===== src/rtl/pps_pkg.sv =====
package pps_pkg;
  // Step index of the sequencer; order is behaviour (bytes arrive in it).
  typedef enum logic [3:0] {
    STP_START = 4'd0,
    STP_FMT   = 4'd1,
    STP_OPT1  = 4'd2,
    STP_OPT2  = 4'd3,
    STP_OPT3  = 4'd4,
    STP_CHK   = 4'd5
  } step_e;

  // Bit 4 marks the response phase, low nibble is the step.
  typedef struct packed {
    logic  resp;
    step_e step;
  } seq_t;

  localparam int FRAME_LEN = 6;
  localparam int HAS_LSB   = 4;   // first presence bit inside the format byte
  localparam int HAS_W     = 3;   // number of optional bytes
endpackage


===== src/rtl/pps_step_next.sv =====
module pps_step_next
  import pps_pkg::*;
(
  input  step_e            cur,
  input  logic [HAS_W-1:0] has,
  output step_e            nxt
);
  always_comb begin
    unique case (cur)
      STP_START: nxt = STP_FMT;
      STP_FMT:   nxt = has[0] ? STP_OPT1 : has[1] ? STP_OPT2 : has[2] ? STP_OPT3 : STP_CHK;
      STP_OPT1:  nxt = has[1] ? STP_OPT2 : has[2] ? STP_OPT3 : STP_CHK;
      STP_OPT2:  nxt = has[2] ? STP_OPT3 : STP_CHK;
      STP_OPT3:  nxt = STP_CHK;
      default:   nxt = STP_START;
    endcase
  end
endmodule


===== src/rtl/pps_xor_chk.sv =====
module pps_xor_chk #(
  parameter int BYTE_W = 8
) (
  input  logic              clk,
  input  logic              rst,
  input  logic              en,
  input  logic              clr,
  input  logic [BYTE_W-1:0] din,
  output logic              sum_ok
);
  logic [BYTE_W-1:0] acc;

  assign sum_ok = ((acc ^ din) == '0);

  always_ff @(posedge clk) begin
    if (rst || clr) acc <= '0;
    else if (en)    acc <= acc ^ din;
  end
endmodule


===== src/rtl/pps_frame_regs.sv =====
module pps_frame_regs
  import pps_pkg::*;
#(
  parameter int BYTE_W = 8,
  parameter int DEPTH  = FRAME_LEN,
  localparam int IDX_W = $clog2(DEPTH)
) (
  input  logic              clk,
  input  logic              wr_en,
  input  logic [IDX_W-1:0]  wr_idx,
  input  logic [BYTE_W-1:0] wr_data,
  input  logic              copy_en,
  input  logic [IDX_W-1:0]  rd_idx,
  output logic [BYTE_W-1:0] rd_data,
  output logic [BYTE_W-1:0] req_first,
  output logic [HAS_W-1:0]  req_has,
  output logic [HAS_W-1:0]  resp_has,
  output logic [BYTE_W-1:0] resp_opt1
);
  localparam int FMT_POS  = int'(STP_FMT);
  localparam int OPT1_POS = int'(STP_OPT1);

  logic [BYTE_W-1:0] req_q  [DEPTH];
  logic [BYTE_W-1:0] resp_q [DEPTH];

  // Request store with write port; response store loaded as a whole,
  // taking the byte being written this cycle (the check byte) directly.
  always_ff @(posedge clk) begin
    for (int i = 0; i < DEPTH; i++) begin
      if (wr_en && wr_idx == IDX_W'(i)) req_q[i] <= wr_data;
      if (copy_en)
        resp_q[i] <= (wr_en && wr_idx == IDX_W'(i)) ? wr_data : req_q[i];
    end
  end

  assign rd_data   = resp_q[rd_idx];
  assign req_first = req_q[0];
  assign req_has   = req_q[FMT_POS][HAS_LSB +: HAS_W];
  assign resp_has  = resp_q[FMT_POS][HAS_LSB +: HAS_W];
  assign resp_opt1 = resp_q[OPT1_POS];
endmodule


===== src/rtl/pps_exchange.sv =====
module pps_exchange
  import pps_pkg::*;
#(
  parameter int BYTE_W = 8,
  parameter int FI_DEF = 1,
  parameter int DI_DEF = 1,
  localparam int NIB_W = BYTE_W / 2,
  localparam int IDX_W = $clog2(FRAME_LEN)
) (
  input  logic              clk,
  input  logic              rst,
  input  logic              rx_valid,
  input  logic [BYTE_W-1:0] rx_byte,
  input  logic              tx_ready,
  output logic              tx_valid,
  output logic [BYTE_W-1:0] tx_byte,
  output logic              done,
  output logic              chk_err,
  output logic              fidi_upd,
  output logic [NIB_W-1:0]  fi,
  output logic [NIB_W-1:0]  di
);
  seq_t              seq;
  step_e             nxt_step;
  logic [HAS_W-1:0]  has_sel, req_has, resp_has;
  logic [BYTE_W-1:0] rd_data, req_first, resp_opt1;
  logic              rx_take, tx_take, last_rx, sum_ok;

  assign rx_take = rx_valid && !seq.resp;
  assign tx_take = tx_valid && tx_ready;
  assign last_rx = rx_take && (seq.step == STP_CHK);

  // The format byte decides skipping while it is itself being received.
  always_comb begin
    if (seq.resp)                 has_sel = resp_has;
    else if (seq.step == STP_FMT) has_sel = rx_byte[HAS_LSB +: HAS_W];
    else                          has_sel = req_has;
  end

  pps_step_next u_next (
    .cur (seq.step),
    .has (has_sel),
    .nxt (nxt_step)
  );

  pps_xor_chk #(.BYTE_W(BYTE_W)) u_chk (
    .clk    (clk),
    .rst    (rst),
    .en     (rx_take),
    .clr    (last_rx),
    .din    (rx_byte),
    .sum_ok (sum_ok)
  );

  pps_frame_regs #(.BYTE_W(BYTE_W), .DEPTH(FRAME_LEN)) u_regs (
    .clk       (clk),
    .wr_en     (rx_take),
    .wr_idx    (IDX_W'(seq.step)),
    .wr_data   (rx_byte),
    .copy_en   (last_rx && sum_ok),
    .rd_idx    (IDX_W'(nxt_step)),
    .rd_data   (rd_data),
    .req_first (req_first),
    .req_has   (req_has),
    .resp_has  (resp_has),
    .resp_opt1 (resp_opt1)
  );

  always_ff @(posedge clk) begin
    if (rst) begin
      seq      <= '{resp: 1'b0, step: STP_START};
      tx_valid <= 1'b0;
      tx_byte  <= '0;
      done     <= 1'b0;
      chk_err  <= 1'b0;
      fidi_upd <= 1'b0;
      fi       <= NIB_W'(FI_DEF);
      di       <= NIB_W'(DI_DEF);
    end else begin
      done     <= 1'b0;
      chk_err  <= 1'b0;
      fidi_upd <= 1'b0;
      if (rx_take) begin
        seq.step <= nxt_step;
        if (seq.step == STP_CHK) begin
          if (sum_ok) begin
            seq.resp <= 1'b1;
            tx_valid <= 1'b1;
            tx_byte  <= req_first;
          end else begin
            chk_err  <= 1'b1;
          end
        end
      end else if (tx_take) begin
        seq.step <= nxt_step;
        if (seq.step == STP_CHK) begin
          seq.resp <= 1'b0;
          tx_valid <= 1'b0;
          done     <= 1'b1;
          fidi_upd <= 1'b1;
          if (resp_has[0]) begin
            fi <= resp_opt1[BYTE_W-1 -: NIB_W];
            di <= resp_opt1[NIB_W-1:0];
          end else begin
            fi <= NIB_W'(FI_DEF);
            di <= NIB_W'(DI_DEF);
          end
        end else begin
          tx_byte <= rd_data;
        end
      end
    end
  end

  // outputs idle in the first cycle after reset release
  assert_reset_idle_R1: assert property (@(posedge clk)
    $fell(rst) |-> (!tx_valid && !done && !chk_err && !fidi_upd &&
                    fi == NIB_W'(FI_DEF) && di == NIB_W'(DI_DEF)));

  // the step index never leaves the six legal steps
  assert_step_range_R3: assert property (@(posedge clk) disable iff (rst)
    seq.step <= STP_CHK);

  // a bad check byte never opens a response
  assert_err_no_resp_R4: assert property (@(posedge clk) disable iff (rst)
    chk_err |-> !tx_valid);

  // the offer flag and the phase bit agree
  assert_phase_match_R5: assert property (@(posedge clk) disable iff (rst)
    tx_valid == seq.resp);

  // an untaken byte holds
  assert_hold_R6: assert property (@(posedge clk) disable iff (rst)
    (tx_valid && !tx_ready) |=> (tx_valid && $stable(tx_byte)));

  // done is a single-cycle pulse, paired with the update pulse
  assert_done_pulse_R7: assert property (@(posedge clk) disable iff (rst)
    done |=> !done);
  assert_upd_done_R7: assert property (@(posedge clk) disable iff (rst)
    fidi_upd == done);
  assert_end_done_R7: assert property (@(posedge clk) disable iff (rst)
    $fell(tx_valid) |-> done);

  // indices move only with the update pulse
  assert_fidi_stable_R10: assert property (@(posedge clk) disable iff (rst)
    !fidi_upd |-> ($stable(fi) && $stable(di)));
endmodule


===== config.mk =====
export PLATFORM = sky130hd
export DESIGN_NAME = pps_exchange
export DESIGN_NICKNAME = d
export VERILOG_FILES = /design/src/rtl/pps_pkg.sv /design/src/rtl/pps_step_next.sv /design/src/rtl/pps_xor_chk.sv /design/src/rtl/pps_frame_regs.sv /design/src/rtl/pps_exchange.sv
export SDC_FILE = /design/constraint.sdc
export NUM_CORES = 1
export LEC_CHECK = 0
export CAP_MARGIN = 30
export CORE_ASPECT_RATIO = 0.9
export CORE_MARGIN = 1.5
export CORE_UTILIZATION = 42
export CTS_BUF_LIST = sky130_fd_sc_hd__clkbuf_8
export DETAILED_ROUTE_END_ITERATION = 6
export DONT_BUFFER_PORTS = 1
export PLACE_DENSITY = 0.59
export RECOVER_POWER = 100
export SLEW_MARGIN = 20
export SYNTH_ARGS = -nofsm -noshare
export SYNTH_HDL_FRONTEND = slang
export SYNTH_SLANG_ARGS = --single-unit

===== constraint.sdc =====
create_clock -name clk -period 5.8 [get_ports clk]
set_input_delay 0.29 -clock clk [delete_from_list [all_inputs] [get_ports clk]]
set_output_delay 0.29 -clock clk [all_outputs]
set_load 0.1 [all_outputs]

# Yosys cells after proc, flatten, opt, wreduce, memory -nomap -nowiden
# Memories as Yosys holds them, arrays and structs flattened. A register that Yosys moved wholly into a read port is not among the register bits.
# Cells that the tools add are included.
# classes
eq_ne	13
muxes	52
n_reduce_logical	26
bitwise_logic	4
# op_table
cell	n
2-to-1 mux 8 bit	11
OR reduction 8 bit	5
2-to-1 mux 1 bit	27
2-to-1 mux 3 bit	8
one-hot mux 4 bit (5 select lines)	1
2-to-1 mux 4 bit	3
logical AND 1 bit	10
2-to-1 mux 5 bit	2
equality test 4 x 2 -> 1 bit, second input constant	2
equality test 4 x 3 -> 1 bit, second input constant	2
zero test 8 bit	1
XOR 8 bit	1
equality test 3 x 2 -> 1 bit, second input constant	2
equality test 3 bit, second input constant	2
AND reduction 3 bit	2
OR reduction 3 bit	2
equality test 4 x 1 -> 1 bit, second input constant	1
zero test 4 bit	1
!= test 2 x 1 -> 1 bit, second input constant	2
AND reduction 4 bit	1
equality test 3 x 1 -> 1 bit, second input constant	1
zero test 3 bit	1
inverter 1 bit	3
!= test 2 bit, second input constant	1
3 further kinds	3
# word_totals
output_inout_bits	20
n_memories	2
inputBits	12
mem_bits_rw	96
ff_bits	24
# memory_table
memory	words	word_bits	read_ports	rd_clocked_by_memory_dff	write_ports	line	text
u_regs.req_q	6	8	6	0	1	pps_frame_regs.sv:23	logic [BYTE_W-1:0] req_q [DEPTH];
u_regs.resp_q	6	8	3	1	6	pps_frame_regs.sv:24	logic [BYTE_W-1:0] resp_q [DEPTH];

# Logic depth before layout (Yosys ltp)
# Gate-level depths: netlist of run 1.
# logic_depth
ltp_word	11
depth_mapped	12

# By module
# Synthesis of run 1 repeated with hierarchy kept, for this count alone.
# unflattened
cells_unflattened	378
area_unflattened_um2	5154.9
# modules_own_cells
mod	seq_area_each_um2	cells_each	instances	area_each_um2
pps_frame_regs	2402.3	188	1	3502.1
pps_exchange	460.4	126	1	1146.1
pps_xor_chk	160.2	46	1	401.6
pps_step_next	0.0	18	1	105.1

# Worst setup path after synthesis of run 1
# OpenSTA, ideal clock, no wires.
# synth_path
path_type	reg2reg
start	register seq[4] (netlist bit)
end	register tx_byte[3]
stages_incl_launch_ff	13
slack_ps	2119
t_arrival_ps	3559
setup_time_ps	122
cell_sequence	dfxtp_1 -> buf_2 -> nand2b_1 -> inv_2 -> clkbuf_1 -> ha_1 -> nand2_1 -> inv_2 -> nand2_1 -> o31ai_4 -> a211o_1 -> a21oi_1 -> a221o_1
# synth_lines
element	line	text
from (decl)	pps_exchange.sv:23	seq_t seq;
from (signal assigned)	pps_exchange.sv:71	seq <= '{resp: 1'b0, step: STP_START};
zero test 1 bit (*)	pps_exchange.sv:29	assign rx_take = rx_valid && !seq.resp;
logical AND 1 bit (*)	pps_exchange.sv:29	
named net rx_take	pps_exchange.sv:27	logic rx_take, tx_take, last_rx, sum_ok;
!= test 2 x 1 -> 1 bit (no source line), or another cell as far along	--	
AND reduction 4 bit (no source line) (*)	--	
to (signal assigned)	pps_exchange.sv:89	tx_byte <= req_first;
to (signal assigned)	pps_exchange.sv:109	tx_byte <= rd_data;
to (decl)	pps_exchange.sv:16	output logic [BYTE_W-1:0] tx_byte,
# Mark *: on every way through the listed nets, which the timed path passes. The rest lies on a longest branch.
# A chain may end at the register's enable or synchronous reset.

# Final worst setup path of run 1
# layout_path
start	register seq[0] (netlist bit)
end	register tx_byte[3]
# layout_via
elab_chain_len	7
# layout_lines
element	line	text
equality test 4 x 1 -> 1 bit	pps_step_next.sv:9, pps_exchange.sv:36	
2-to-1 mux 3 bit	pps_exchange.sv:36	else if (seq.step == STP_FMT) has_sel = rx_byte[HAS_LSB +: HAS_W];
2-to-1 mux 3 bit	pps_exchange.sv:35	if (seq.resp) has_sel = resp_has;
2-to-1 mux 1 bit	pps_step_next.sv:11, pps_step_next.sv:12, pps_step_next.sv:13	
2-to-1 mux 3 bit	pps_step_next.sv:11, pps_step_next.sv:12	
2-to-1 mux 4 bit	pps_step_next.sv:11	STP_FMT: nxt = has[0] ? STP_OPT1 : has[1] ? STP_OPT2 : has[2] ? STP_OPT3 : STP_CHK;
one-hot mux 4 bit (5 select lines)	pps_step_next.sv:9	unique case (cur)
# Parallel ways exist; a longest one is shown, timed or not.

==> results of run 1 <==
## path summary, 6_finish.rpt
kind,from,endpoint,slack [ns]
setup reg to reg,seq[0]$_SDFFE_PP0P_,tx_byte[3]$_SDFFE_PP0P_,1.91
hold reg to reg,u_regs.req_q[5][1]$_DFF_P_,u_regs.req_q[5][1]$_DFF_P_,0.47
setup / recovery,seq[0]$_SDFFE_PP0P_,tx_byte[3]$_SDFFE_PP0P_,1.91
hold / removal,rx_byte[5],u_regs.req_q[4][5]$_DFF_P_,0.02
## registers in the layout, summed over array words and instances, names as in the netlist
name,flops
seq,4
u_regs.resp_q,48
chk_err,1
u_regs.req_q,48
tx_byte,8
di,4
fidi_upd,1
fi,4
u_chk.acc,8
## per-layer routing
metal,share of wire,vias to the layer above,wire length [µm]
met5,0,-,0
met4,0.020,0,274
met3,0.072,24,997
met2,0.44,149,6080
met1,0.47,1800,6500
li1,-,1719,-
## power groups by stage
stage / logic [mW] / clock network (mW) / registers, mW
after floorplan: 0.281 / 0 / 1.10
after global placement: 0.332 / 0 / 1.11
after detailed placement: 0.338 / 0 / 1.11
after CTS: 0.346 / 0.746 / 1.09
after global routing: 0.358 / 0.792 / 1.10
final: 0.329 / 0.739 / 1.09
## worst max-delay path, stage by stage (launching register included)
cell and delay, ns:
dfxtp_1 0.52, or3b_1 0.44, mux2i_1 0.14, o211ai_1 0.40, and2_0 1.22, mux2_2 0.44, a21oi_1 0.18, o21ai_0 0.11
a221o_1 0.32
## cells by family (layout without fill, tap and decap cells)
kind of cell	Yosys count	after routing	synth area share
adders and majority gates	1	1	0.00237
and+or+nand+nor	109	109	0.100
AOI/OAI and AO/OA	103	103	0.139
DFF	126	126	0.568
buffers and inverters	36	67	0.0339
xor gates and xnor gates	16	16	0.0265
muxes	62	62	0.130
## per-stage QoR
step	setup slack (ns)	power [mW]	util
floorplan	2.12	1.38	-
global placement	2.42	1.44	0.441
detailed placement	2.28	1.45	0.449
CTS	2.28	2.19	0.487
global route	1.69	2.25	0.484
finish	1.91	2.16	0.484
## final cells by class
class                   count  area [µm²]
well taps                 160         200
inverters                   7        26.3
flip-flops and latches    126        3000
multi-input cells         291        2090
clock buffers              19         262
repair buffers             28         194
clock inverters            13         123
fillers                  1163        6280
## cells in the mapped netlist, types with 3 or more instances
master / number / area [µm²]
a211oi_1: 6 / 45.0
a21oi_1: 26 / 130
a221o_1: 6 / 60.1
a22o_1: 8 / 70.1
a22oi_1: 10 / 75.1
a31oi_1: 5 / 31.3
buf_2: 7 / 35.0
buf_4: 3 / 22.5
buf_6: 3 / 33.8
clkbuf_1: 14 / 52.6
dfxtp_1: 78 / 1560
edfxtp_1: 48 / 1440
inv_1: 5 / 18.8
mux2_2: 49 / 552
mux2i_1: 11 / 110
nand2_1: 37 / 139
nand2b_1: 3 / 18.8
nand3_1: 6 / 30.0
nand4_1: 3 / 18.8
nor2_1: 29 / 109
nor2b_1: 6 / 37.5
nor3_1: 5 / 25.0
o21ai_0: 6 / 30.0
o21ai_1: 7 / 35.0
o22ai_1: 6 / 37.5
o311ai_0: 5 / 43.8
or3_1: 4 / 25.0
xnor2_1: 8 / 70.1
xor2_1: 8 / 70.1
==> impl_metrics.json, run 1 <==
{
  "io_buffers": 0,
  "cts_setup_buffers": 0,
  "relSlewSlack": -0.232,
  "drtIter0Drc": 314,
  "max_cap_violations": 2,
  "die_w_um": 121,
  "syn_inst": 453,
  "status": "finished, violations left",
  "use_met3": 0.0679,
  "violations": "capacitance limit, slew limit",
  "seqPwrFrac": 0.506,
  "place_inst": 595,
  "critPathCaptureType": "flop",
  "cts_hold_buf": 8,
  "coreArea_mm2": 0.0122,
  "p_sw_frac": 0.266,
  "place_area_mm2": 0.00546,
  "rsz0062_at_grt": "no",
  "peakVddDrop_mv": 0.204,
  "path_class": "flop to flop",
  "grt_busiest_layer": "met2",
  "std_cell_rows": 38,
  "grtUsageMet2": 0.323,
  "finClkSkew_ns": 0.0116,
  "switching_power_mw": 0.576,
  "drc_errors": 0,
  "fmax_mhz": 257,
  "finalSetupViolCount": 0,
  "diodes": 0,
  "vias": 3692,
  "synth-seq-cells": 126,
  "mostFrequentLayoutCells": "dfxtp_1 (78), edfxtp_1 (48), mux2_1 (43), nand2_1 (37), nor2_1 (29)",
  "htreeDepth": 4,
  "met1_usage": 0.305,
  "path_clk_slew_ns": 0.07,
  "worstRegToRegCells": 8,
  "whs_path_depth": 1,
  "grt_max_degree": 52,
  "ant_nets": 0,
  "dp_hpwl_um": 9130,
  "ys.flop_type": "dfxtp_1",
  "syn-num-nets": 466,
  "worstPathRequired_ns": 6.13,
  "antenna_found_initial": 0,
  "synth_edf_count": 48,
  "cts_buffers": 17,
  "final_common_cell": "dfxtp_1",
  "p_clk_frac": 0.342,
  "final_area_mm2": 0.00589,
  "syn_area_per_cell_um2": 11.7,
  "combPwrFrac": 0.152,
  "grt.overflow.total": 0,
  "cts.sinks": 126,
  "fin_crit_ns": 3.89,
  "finalNetCount": 484,
  "p_leak_nw": 2.14,
  "final_hold_viol_count": 0,
  "clkLatencyLatePin_ns": 0.45,
  "holdWs_ns": 0.0219,
  "dieArea_mm2": 0.0133,
  "die_h_um": 109,
  "yosysSeqAreaShare": 0.568,
  "finalCritPeriodShare": 0.671,
  "ys_warn_count": 0,
  "hp-class": "input pin to flop",
  "cts_tree": "done",
  "io_pins": 32,
  "viasPerCell": 5.73,
  "clk_path_buf_depth": 2,
  "wire_per_inst_um": 21.5,
  "cp-start-kind": "flop",
  "cp.arrival_ns": 4.23,
  "tns_ns": 0,
  "ctsResizeCount": 0,
  "power.density_mw_per_mm2": 367,
  "grt_pass1_vias": 3470,
  "track_usage": 0.220,
  "drt_pass1_iterations": 5,
  "async_reset_ff_frac": 0,
  "worst_slew_pin_slew_ns": 1.84,
  "clockRootBuffer": "clkbuf_8",
  "drive_gt1_frac": 0.0950,
  "routed_wl_um": 13800,
  "grt_first_pass_wirelength_um": 21000,
  "routabilityCongestion": 0.872,
  "syn_area_mm2": 0.00528,
  "final_cells": 644,
  "cp_max_fo": 20,
  "power.internal_mw": 1.59,
  "ys_types": 57,
  "syn2layout_area_growth_pct": 11.5,
  "maxSlewViolCount": 22,
  "start_util": 0.434
}
Note: power is estimated with default switching activity, not from simulation.
==> run 2, diff against run 1 <==
ABC_AREA = 1   (was unset)
clock period = 3.7 ns   (was 5.8 ns; I/O delays follow)
==> impl_metrics.json, run 2 <==
{
  "dp_hpwl_um": 9620,
  "cp.depth": 7,
  "async_reset_ff_frac": 0,
  "max_cap_violations": 1,
  "synth-seq-cells": 126,
  "rsz0062_at_grt": "no",
  "coreArea_mm2": 0.0127,
  "cp_top_family": "buffers and inverters",
  "worst_slew_pin_slew_ns": 1.85,
  "drt_pass1_iterations": 7,
  "ys_types": 40,
  "clockRootBuffer": "clkbuf_8",
  "path_clk_slew_ns": 0.07,
  "die_h_um": 111,
  "cp-start-kind": "flop",
  "clk_path_buf_depth": 2,
  "power.internal_mw": 2.38,
  "rrSetupSlack_ns": 0.65,
  "crit_path_frequent_cell": "inv_1",
  "die_w_um": 123,
  "cts.sinks": 126,
  "violations": "capacitance limit, slew limit",
  "cts_tree": "done",
  "diodes": 0,
  "ys_warn_count": 0,
  "synth_edf_count": 48,
  "io_buffers": 0,
  "synth_top_cell_by_area": "dfxtp_1",
  "final_cells": 822,
  "worstRegToRegCells": 7,
  "combPwrFrac": 0.184,
  "whs_path_depth": 3,
  "vias": 4210,
  "synth_area_leaders": "dfxtp_1 (29%), edfxtp_1 (26%), nand2_1 (9.8%)",
  "synth_most_common_cell": "nand2_1",
  "grt_first_pass_wirelength_um": 22000,
  "syn_inst": 629,
  "syn-num-nets": 642,
  "syn_area_per_cell_um2": 8.70,
  "switching_power_mw": 0.987,
  "worstPathRequired_ns": 3.74,
  "status": "finished, violations left",
  "cpPeakStageDelay_ns": 1.02,
  "maxSlewViolCount": 1,
  "dieArea_mm2": 0.0137,
  "hp-class": "input pin to flop",
  "reg_top3": "u_regs.req_q: 48 flops, u_regs.resp_q: 48 flops",
  "peakVddDrop_mv": 0.296,
  "grt_max_degree": 49,
  "synth_common_cells": "nand2_1 (143), dfxtp_1 (78), inv_1 (71)",
  "critPathCaptureType": "flop",
  "p_sw_frac": 0.293,
  "finClkSkew_ns": 0.0102,
  "grt.overflow.total": 0,
  "wire_per_inst_um": 16.4,
  "power_mw": 3.37,
  "start_util": 0.431,
  "drtIter0Drc": 316,
  "drive_gt1_frac": 0.0942,
  "path_class": "flop to flop",
  "std_cell_rows": 39,
  "io_pins": 32,
  "place_inst": 778,
  "finalNetCount": 658,
  "seqPwrFrac": 0.510,
  "mostFrequentLayoutCells": "nand2_1 (144), dfxtp_1 (78), inv_1 (77), o21ai_0 (59), edfxtp_1 (48)",
  "final_common_cell": "nand2_1",
  "routed_wl_um": 13500,
  "finalSetupViolCount": 0,
  "ys.flop_type": "dfxtp_1",
  "ctsResizeCount": 0,
  "cts_setup_buffers": 0,
  "cts_buffers": 17,
  "syn2layout_area_growth_pct": 9.83,
  "drc_errors": 0,
  "ant_nets": 0,
  "routabilityCongestion": 0.868,
  "yosysSeqAreaShare": 0.549,
  "crit_buf_inv": 4,
  "syn_area_mm2": 0.00547,
  "cp_max_fo": 48,
  "final_hold_viol_count": 0,
  "power.density_mw_per_mm2": 560,
  "fmax_mhz": 327,
  "fin_crit_ns": 3.05,
  "cp.arrival_ns": 3.10,
  "p_leak_nw": 2.61,
  "tns_ns": 0,
  "htreeDepth": 4,
  "worstPathCellList": "inv_1, nand2_1, inv_1, ha_1, clkinv_1, nor2_1, clkbuf_2",
  "viasPerCell": 5.12,
  "p_clk_frac": 0.306,
  "relSlewSlack": -0.236,
  "synth_top_area_share": 0.285,
  "finalCritPeriodShare": 0.825,
  "antenna_found_initial": 0,
  "clkLatencyLatePin_ns": 0.44,
  "track_usage": 0.216,
  "grt_pass1_vias": 4248,
  "slowest_stage": "clkbuf_2"
}
run 2: cell types whose count changed in the layout (fill, tap and decap cells not counted), sizes merged, moves of 8 or more:
cell | previous run | this run
o21ai | 13 | 65
nand3 | 6 | 46
mux2i | 11 | 0
a22oi | 10 | 0
nand2 | 37 | 148
mux2 | 51 | 0
inv | 8 | 85
a22o | 8 | 0
nand4 | 3 | 11
o21a | 0 | 10
nor2 | 29 | 44
a21oi | 27 | 51
run 2: metal layers:
layer | routed length [µm] | track usage | vias to the layer above
li1 | - | - | 2118
met1 | 5990 | 0.264 | 1970
met2 | 6580 | 0.350 | 94
met3 | 550 | 0.0700 | 28
met4 | 382 | 0.0912 | 0
met5 | 0 | 0 | -
run 2: cell type report:
type                       instances  area, µm²
timing repair buffer              18        139
inverter                          83        317
sequential                       126       3000
fill                            1218       6680
clock buffer                      18        248
tap                              164        205
clock inverter                    14       87.6
multi-input combinational        399       2010
run 2: worst paths after layout:
path	start	endpoint
worst max-delay path	seq[4]$_SDFFE_PP0P_	u_regs.resp_q[3][1]$_DFFE_PP_
worst min-delay path	rst	tx_byte[7]$_SDFFE_PP0P_
worst max register to register	seq[4]$_SDFFE_PP0P_	u_regs.resp_q[3][1]$_DFFE_PP_
worst min register to register	u_regs.req_q[5][7]$_DFF_P_	u_regs.req_q[5][7]$_DFF_P_
run 2: worst reg2reg max path: cells and delay by family, from the launching register on:
kind                     cells  cell delay (ns)
adder cells (fa/ha/maj)      1             0.28
buffers and inverters        4             1.77
flip-flops                   1             0.31
AND/OR/NAND/NOR              2             0.28
run 2: timing repair:
action,in CTS,in global routing
hold endpoints to repair,26,0
hold buffers,10,0
setup endpoints to repair,0,0
run 2: cells by family (layout without fill, tap and decap cells):
| family | Yosys count | after routing | share of synthesized area |
|---|---|---|---|
| compound gates | 134 | 134 | 0.135 |
| xor+xnor | 8 | 8 | 0.0128 |
| fa+ha+maj | 1 | 1 | 0.00229 |
| buf+inv | 104 | 133 | 0.0827 |
| flops | 126 | 126 | 0.549 |
| simple gates | 256 | 256 | 0.219 |
run 2: through the flow:
step	hold slack (ns)	worst slack, ns	instance area [µm²]	utilization
after CTS	0.0543	0.924	6030	0.476
after global routing	0.0599	0.286	6010	0.474
after global placement	0.257	1.01	5600	0.441
final	0.0818	0.646	6010	0.474
after detailed placement	0.259	0.956	5600	0.441
after floorplan	0.367	0.0505	5480	-
run 2: power groups by stage:
stage / sequential, mW / combinational, mW / clock (mW)
after floorplan: 1.73 / 0.488 / 0
after global placement: 1.74 / 0.590 / 0
after detailed placement: 1.74 / 0.606 / 0
after CTS: 1.72 / 0.622 / 1.05
after global routing: 1.73 / 0.711 / 1.11
final: 1.72 / 0.620 / 1.03
==> run 3, diff against run 2 <==
PLACE_DENSITY = 0.62   (was 0.59)
clock period = 2.45 ns   (was 3.7 ns; I/O delays follow)
==> impl_metrics.json, run 3 (same netlist as run 2, synthesis figures left out) <==
{
  "power.density_mw_per_mm2": 833,
  "relSlewSlack": 0.182,
  "cts_tree": "done",
  "final_hold_viol_count": 0,
  "status": "completed",
  "std_cell_rows": 39,
  "final_cells": 854,
  "crit_path_frequent_cell": "nand2_1",
  "viasPerCell": 5.24,
  "switching_power_mw": 1.56,
  "fmax_mhz": 436,
  "seqPwrFrac": 0.489,
  "cts.sinks": 126,
  "diodes": 0,
  "reg_top3": "u_regs.req_q: 48 flops, u_regs.resp_q: 48 flops",
  "io_buffers": 0,
  "io_pins": 32,
  "max_cap_violations": 0,
  "dp_hpwl_um": 9770,
  "cts_buffers": 17,
  "worstPathRequired_ns": 2.74,
  "finClkSkew_ns": 0.0123,
  "worstPathCellList": "inv_2, nand2_2, nor2_4, ha_4, clkinv_4, nor2_4, inv_2, nor2_8, inv_6, nor2_8, nor2_1, o21ai_1, nand2_1, nand2_1, nand2_1, nand2_1, nand2_1, nand2_1, a21oi_1",
  "clkLatencyLatePin_ns": 0.44,
  "cp_max_fo": 18,
  "clk_path_buf_depth": 2,
  "combPwrFrac": 0.196,
  "critPathCaptureType": "flop",
  "routabilityCongestion": 0.934,
  "p_clk_frac": 0.315,
  "wire_per_inst_um": 16.2,
  "place_area_mm2": 0.00582,
  "path_clk_slew_ns": 0.07,
  "peakVddDrop_mv": 0.450,
  "cpPeakStageDelay_ns": 0.34,
  "drtIter0Drc": 306,
  "setup_ws_ns": 0.157,
  "coreArea_mm2": 0.0127,
  "drt_pass1_iterations": 4,
  "htreeDepth": 4,
  "fin_crit_ns": 2.29,
  "fillers": 1228,
  "start_util": 0.431,
  "dieArea_mm2": 0.0137,
  "die_w_um": 123,
  "vias": 4478,
  "p_sw_frac": 0.294,
  "p_leak_nw": 2.74,
  "place_inst": 804,
  "regArea_mm2": 0.00301,
  "slowest_stage": "dfxtp_1",
  "track_usage": 0.213,
  "hp-class": "input pin to flop",
  "cp-start-kind": "flop",
  "mostFrequentLayoutCells": "nand2_1 (140), dfxtp_1 (74), inv_1 (73), o21ai_0 (58), edfxtp_1 (48)",
  "grt_max_degree": 49,
  "final_area_mm2": 0.00636,
  "fin_util": 0.501,
  "antenna_found_initial": 0,
  "finalNetCount": 690,
  "path_class": "flop to flop",
  "die_h_um": 111,
  "maxSlewViolCount": 0,
  "finalSetupViolCount": 0,
  "multi_input_area_mm2": 0.00210,
  "grt_first_pass_wirelength_um": 21800,
  "routed_wl_um": 13900,
  "drive_gt1_frac": 0.155,
  "grt.overflow.total": 0,
  "dp_slack_ns": 0.00551,
  "clockRootBuffer": "clkbuf_8",
  "syn2layout_area_growth_pct": 16.2,
  "finalCritPeriodShare": 0.936,
  "final_common_cell": "nand2_1",
  "cp.arrival_ns": 2.59,
  "power.internal_mw": 3.74,
  "drc_errors": 0,
  "grt_pass1_vias": 4251,
  "worst_slew_pin_slew_ns": 1.23,
  "ant_nets": 0,
  "rsz0062_at_grt": "yes",
  "rrSetupSlack_ns": 0.16
}
run 3: cell count changes in the layout (fill, tap and decap cells not counted), moves of 4 or more:
cell,previous run,this run
clkbuf_1,5,16
inv_1,77,73
clkinv_1,6,1
nand2_1,144,140
nor2_4,1,5
dfxtp_1,78,74
buf_4,2,20
run 3: per-stage QoR:
step                hold WS, ns  setup TNS (ns)  total power, mW
floorplan                 0.305           -5.04             3.35
global placement          0.195               0             3.55
detailed placement        0.196               0             3.59
CTS                    0.000223               0             5.27
global route             0.0229         -0.0616             5.57
finish                   0.0225               0             5.29
run 3: final cells by class:
type	instances	area share
multi-input combinational	400	0.331
timing repair buffer	49	0.0531
sequential	126	0.473
tap	164	0.0323
clock inverter	11	0.0124
clock buffer	21	0.0455
inverter	83	0.0527
run 3: critical path: cells and delay by family (launching register included):
kind | cells | cell delay (ns)
buffers and inverters | 4 | 0.38
AND/OR/NAND/NOR | 12 | 1.12
adder cells (fa/ha/maj) | 1 | 0.16
flip-flops | 1 | 0.34
AO/OA/AOI/OAI | 2 | 0.12
run 3: final timing paths:
check | to | cells past startpoint | start
worst max-delay path | tx_byte[4]$_SDFFE_PP0P_ | 19 | seq[1]$_SDFFE_PP0P_
worst min-delay path | seq[2]$_SDFFE_PP0P_ | 3 | rst
worst max register to register | tx_byte[4]$_SDFFE_PP0P_ | 19 | seq[1]$_SDFFE_PP0P_
worst min register to register | tx_byte[4]$_SDFFE_PP0P_ | 2 | tx_byte[4]$_SDFFE_PP0P_
run 3: timing repair:
item / CTS / global route
endpoints found under the setup margin: 1 / 8
buffers inserted: 0 / 6
hold endpoints to repair: 28 / 0
resized for setup: 1 / 18
gates cloned: 0 / 2
pin swaps: 0 / 4
hold buffers: 10 / 0
run 3: routing by layer:
layer | GRT usage | vias up | wire, µm
li1 | - | 2178 | -
met1 | 0.276 | 2133 | 6180
met2 | 0.343 | 136 | 6600
met3 | 0.0576 | 31 | 708
met4 | 0.0728 | 0 | 374
met5 | 0 | - | 0
run 3: power groups by stage:
stage	combinational, mW	sequential, mW	clock, mW
2_1_floorplan	0.743	2.61	0
3_3_place_gp	0.935	2.62	0
3_5_place_dp	0.966	2.63	0
4_1_cts	0.989	2.58	1.70
5_1_grt	1.17	2.61	1.79
6_report	1.04	2.59	1.67
